<file path="config.mk">
export PLATFORM = sky130hd
export DESIGN_NAME = plane_compositor
export DESIGN_NICKNAME = d
export VERILOG_FILES = /design/src/rtl/plane_comp_pkg.sv /design/src/rtl/plane_sprite_arbiter.sv /design/src/rtl/plane_tier_select.sv /design/src/rtl/plane_compositor.sv
export SDC_FILE = /design/constraint.sdc
export NUM_CORES = 1
export LEC_CHECK = 0
export ABC_AREA = 1
export BUFFER_PORTS_ARGS = -buffer_cell sky130_fd_sc_hd__buf_2
export CAP_MARGIN = 20
export CORE_AREA = 2 2 93 95
export CTS_CLUSTER_DIAMETER = 80
export DETAILED_ROUTE_END_ITERATION = 16
export DIE_AREA = 0 0 95 97
export PLACE_DENSITY_LB_ADDON = 0.12
export SLEW_MARGIN = 20
export SYNTH_ARGS = -nofsm -noshare
export SYNTH_HDL_FRONTEND = slang
export SYNTH_SLANG_ARGS = --single-unit
</file>
<file path="constraint.sdc">
create_clock -name clk -period 1.3 [get_ports clk]
set_input_delay 0 -clock clk [delete_from_list [all_inputs] [get_ports clk]]
set_output_delay 0 -clock clk [all_outputs]
set_load 0.005 [all_outputs]
</file>
<file path="src/rtl/plane_comp_pkg.sv">
package plane_comp_pkg;
  typedef enum logic [1:0] {
    MODE_TILE    = 2'b00,
    MODE_BITMAP  = 2'b01,
    MODE_BLOCK   = 2'b10,
    MODE_TEXT40  = 2'b11
  } disp_mode_e;
endpackage

</file>
<file path="src/rtl/plane_sprite_arbiter.sv">
// Binary find-first tree: the left (lower-numbered) child always wins.
module plane_sprite_arbiter #(
  parameter int NUM_LAYERS = 32,
  parameter int CW         = 4
) (
  input  logic [NUM_LAYERS*CW-1:0] spr_code,
  input  logic [NUM_LAYERS-1:0]    spr_valid,
  output logic                     win_hit,
  output logic [CW-1:0]            win_code
);
  localparam int LVL   = (NUM_LAYERS > 1) ? $clog2(NUM_LAYERS) : 0;
  localparam int PAD   = 1 << LVL;
  localparam int NODES = 2 * PAD - 1;

  logic          node_hit  [NODES];
  logic [CW-1:0] node_code [NODES];

  genvar j;
  generate
    for (j = 0; j < PAD; j++) begin : g_leaf
      if (j < NUM_LAYERS) begin : g_real
        assign node_hit[PAD-1+j]  = spr_valid[j] && (spr_code[j*CW +: CW] != '0);
        assign node_code[PAD-1+j] = spr_code[j*CW +: CW];
      end else begin : g_pad
        assign node_hit[PAD-1+j]  = 1'b0;
        assign node_code[PAD-1+j] = '0;
      end
    end
    for (j = 0; j < PAD - 1; j++) begin : g_node
      assign node_hit[j]  = node_hit[2*j+1] | node_hit[2*j+2];
      assign node_code[j] = node_hit[2*j+1] ? node_code[2*j+1] : node_code[2*j+2];
    end
  endgenerate

  assign win_hit  = node_hit[0];
  assign win_code = node_code[0];
endmodule

</file>
<file path="src/rtl/plane_tier_select.sv">
module plane_tier_select
  import plane_comp_pkg::*;
#(
  parameter int CW = 4
) (
  input  logic          spr_hit,
  input  logic [CW-1:0] spr_win,
  input  logic [CW-1:0] pat_code,
  input  logic [CW-1:0] backdrop,
  input  logic          in_active,
  input  logic [1:0]    mode,
  output logic [CW-1:0] next_color
);
  logic sprites_on;
  assign sprites_on = (mode != MODE_TEXT40);

  always_comb begin
    if (!in_active)                next_color = backdrop;
    else if (sprites_on && spr_hit) next_color = spr_win;
    else if (pat_code != '0)       next_color = pat_code;
    else                           next_color = backdrop;
  end
endmodule

</file>
<file path="src/rtl/plane_compositor.sv">
module plane_compositor
  import plane_comp_pkg::*;
#(
  parameter int NUM_LAYERS = 32,
  parameter int CW         = 4
) (
  input  logic                     clk,
  input  logic                     rst,
  input  logic [NUM_LAYERS*CW-1:0] spr_code,
  input  logic [NUM_LAYERS-1:0]    spr_valid,
  input  logic [CW-1:0]            pat_code,
  input  logic [CW-1:0]            backdrop,
  input  logic                     ext_present,
  input  logic                     in_active,
  input  logic [1:0]               mode,
  output logic [CW-1:0]            color_out,
  output logic                     ext_sel
);
  logic          spr_hit;
  logic [CW-1:0] spr_win;
  logic [CW-1:0] next_color;

  plane_sprite_arbiter #(.NUM_LAYERS(NUM_LAYERS), .CW(CW)) arb_i (
    .spr_code (spr_code),
    .spr_valid(spr_valid),
    .win_hit  (spr_hit),
    .win_code (spr_win)
  );

  plane_tier_select #(.CW(CW)) sel_i (
    .spr_hit   (spr_hit),
    .spr_win   (spr_win),
    .pat_code  (pat_code),
    .backdrop  (backdrop),
    .in_active (in_active),
    .mode      (mode),
    .next_color(next_color)
  );

  always_ff @(posedge clk) begin
    if (rst) begin
      color_out <= '0;
      ext_sel   <= 1'b0;
    end else begin
      color_out <= next_color;
      ext_sel   <= (next_color == '0) && ext_present;
    end
  end

  a_r1_reset_clear: assert property (@(posedge clk)
    rst |=> (color_out == '0 && !ext_sel));

  a_r8_ext_only_on_zero: assert property (@(posedge clk) disable iff (rst)
    ext_sel |-> (color_out == '0));

  a_r6_border_backdrop: assert property (@(posedge clk) disable iff (rst)
    !in_active |=> (color_out == $past(backdrop)));

  a_r7_text_no_sprites: assert property (@(posedge clk) disable iff (rst)
    (in_active && mode == MODE_TEXT40) |=>
      (color_out == (($past(pat_code) != '0) ? $past(pat_code) : $past(backdrop))));

  a_r4_pattern_shows: assert property (@(posedge clk) disable iff (rst)
    (in_active && spr_valid == '0 && pat_code != '0) |=> (color_out == $past(pat_code)));

  a_r8_ext_needs_present: assert property (@(posedge clk) disable iff (rst)
    !ext_present |=> !ext_sel);
endmodule

</file>
==> run_results.csv <==
group,metric,value,unit
clock_tree,htreeDepth,1,
sta,period_minus_slack,1.31,ns
placed_design,numPortBuffers,178,
synth,synthDistinctLibCells,19,
sta,finalCritPeriodShare,101,%
grt,grt_max_degree,8,
grt,grt.overflow.total,0,
worst_setup_path,path_cells,"buf_6 > nor2_2 > nand2_2 > nand2_2 > nand2_2 > nor2_4 > nand2_4 > nor2_8 > nand2_4 > nand2_4 > inv_8 > nor2_4 > nor2_2 > a21oi_2 > nand3_1 > nor2_2",
cells_and_area,diodes,0,
route,wire_per_inst,10.1,microns
worst_setup_path,crit_slowest_cell,"nor2_4",
worst_hold_path,hold_class,"input port to flop",
cells_and_area,fill_cells,847,
synth,synth_area_leaders,"nand2_1, nor2_1, nand3_1, nand2_2, inv_1",
run_status,violations,"negative setup slack",
clock_tree,clockRootBuffer,"clkbuf_8",
grt,antenna_found_initial,1,
synth,postSynthAreaPerCell,4.42,sq um
floorplanning,rows,33,
route,vias_per_cell,4.48,
power_and_ir_drop,vdd_ir_drop_max,234,uV
worst_setup_path,crit_buf_inv,2,
floorplanning,ios,179,
power_and_ir_drop,power_density,386,nW/um^2
synth,syn_area,2400,sq um
run_status,run_status,"finished with violations",
grt,track_usage,18.6,%
cells_and_area,final_nets,1026,
route,ant_nets,0,
route,drtPass1Iterations,4,
floorplanning,die_h,97,microns
worst_setup_path,crit_fanout,6,
worst_setup_path,worst_path_largest_cell_delay,0.15,ns
placed_design,gp_congestion,0.876,
placed_design,hpwl,8.07,mm
clock_tree,cts.sinks,5,
worst_setup_path,cp-start-kind,"input port",
synth,synth_nets,718,
cells_and_area,postLayoutCoreUtil,61.0,%
synth,ys_warn_count,0,
worst_setup_path,crit_family,"simple AND/OR/NAND/NOR gates",
grt,grt_first_pass_wirelength,14.7,mm
cells_and_area,area_delta_synth_final,106,%
sta,setup_viol,1,
sta,rsz0062_at_grt,"yes",
sta,setup_slack,-0.0129,ns
synth,synthCells,544,
synth,yosysSeqAreaShare,4.16,%
floorplanning,core,8130,sq um
placed_design,dp_cells,935,
grt,grt_pass1_vias,3907,
clock_tree,cts.path.max_buffers,2,
sta,clock.fmax,0.762,GHz
clock_tree,clkTransAtPathRegs,0.04,ns
sta,worst_slew_pin_slew,0.326,ns
cells_and_area,final_cell_mix,"nand2_1, buf_2, buf_4",
cells_and_area,fin_cells,956,
worst_setup_path,crit_type,"input port to flop",
worst_setup_path,worst_ep_arrival_time,1.47,ns
floorplanning,initial_core_util,29.6,%
synth,synth_top_area_share,48.5,%
floorplanning,die-area,9220,sq um
floorplanning,die_w,95,microns
clock_tree,cts_buffers,3,
synth,synth.largest_area_cell,"nand2_1",
route,drc,0,
worst_setup_path,cp.required,1.46,ns
cells_and_area,layout_commonest_cell,"nand2_1",
power_and_ir_drop,p_leak,0.00299,uW
synth,synth.ff_latch_count,5,
sta,maxSlewHeadroom,78.0,%
route,vias,4279,
cells_and_area,drive_gt1_share,49.2,%
route,routed_wl,9.63,mm
cells_and_area,seqCellArea,100,sq um
sta,hold_viol,0,
route,drt-initial-drc-count,72,
job,maxCapViolations,0,
clock_tree,cts_tree,"yes",
cells_and_area,multi_input_area,2540,sq um
sta,drv_slew,0,
worst_setup_path,worstSetupEndpointType,"flop",
## synth_stat cells (all sizes together)
| library cell | number |
|---|---|
| nor2 | 96 |
| a21oi | 6 |
| inv | 29 |
| nand3b | 1 |
| o21ai | 7 |
| nand2 | 334 |
| dfxtp | 5 |
| a21boi | 2 |
| nor3b | 1 |
| nand3 | 60 |
| nor3 | 1 |
| nand4 | 2 |
## timing repair
action / CTS / global route
hold endpoints to repair: 1 / 0
hold buffers: 1 / 0
pin swaps: 23 / 82
setup buffers: 7 / 9
setup endpoints to repair: 3 / 5
cloned: 0 / 0
resized for setup: 17 / 119
## flip-flops by register name (all words and copies together), names as in the netlist
register	count
ext_sel	1
color_out	4
## cell families after synthesis
| logic type | count (synthesis) | synth area share, % |
|---|---|---|
| flip-flops | 5 | 4.16 |
| buffers and inverters | 29 | 4.63 |
| AO/OA/AOI/OAI | 15 | 3.80 |
| AND/OR/NAND/NOR | 495 | 87.4 |
## per-stage QoR
| step | TNS [ns] | cell area (sq um) | hold slack [ns] | setup slack (ns) | total power (uW) |
|---|---|---|---|---|---|
| after floorplan | -0.0429 | 2410 | 0.0724 | -0.0429 | 707 |
| after global placement | -0.899 | 4240 | 0.234 | -0.230 | 1390 |
| after detailed placement | -1.25 | 4240 | 0.228 | -0.326 | 1410 |
| after CTS | 0 | 4410 | 0.116 | 0.00198 | 1740 |
| after global routing | -0.231 | 4960 | 0.147 | -0.155 | 2110 |
| final | -0.0129 | 4960 | 0.118 | -0.0129 | 1920 |
## area by class of cell
class                           instances  share of cell area, %
Multi-Input combinational cell        510                   51.1
Timing Repair Buffer                  303                   40.9
Tap cell                              105                   2.65
Inverter                               29                   2.40
Sequential cell                         5                   2.02
Clock buffer                            4                  0.908
## where the power goes
group	switching, uW	internal, uW	leakage (uW)
Combinational	700	763	0.00292
Clock	75.0	210	0.0000228
Sequential	2.79	165	0.0000413
Total	778	1140	0.00299
## path summary, 6_finish.rpt
path	from	to	slack, ns	depth (start not counted)
worst max-delay path	spr_code[42]	ext_sel	-0.01	16
worst min-delay path	ext_present	ext_sel	0.12	5
## per-layer routing
layer | vias to the layer above | track usage, % | routed length, microns
met5 | - | 0 | 0
met4 | 0 | 5.02 | 250
met3 | 20 | 1.25 | 455
met2 | 115 | 36.8 | 5190
met1 | 1833 | 20.6 | 3730
li1 | 2311 | - | -
Power figures use the tool's default switching activity.
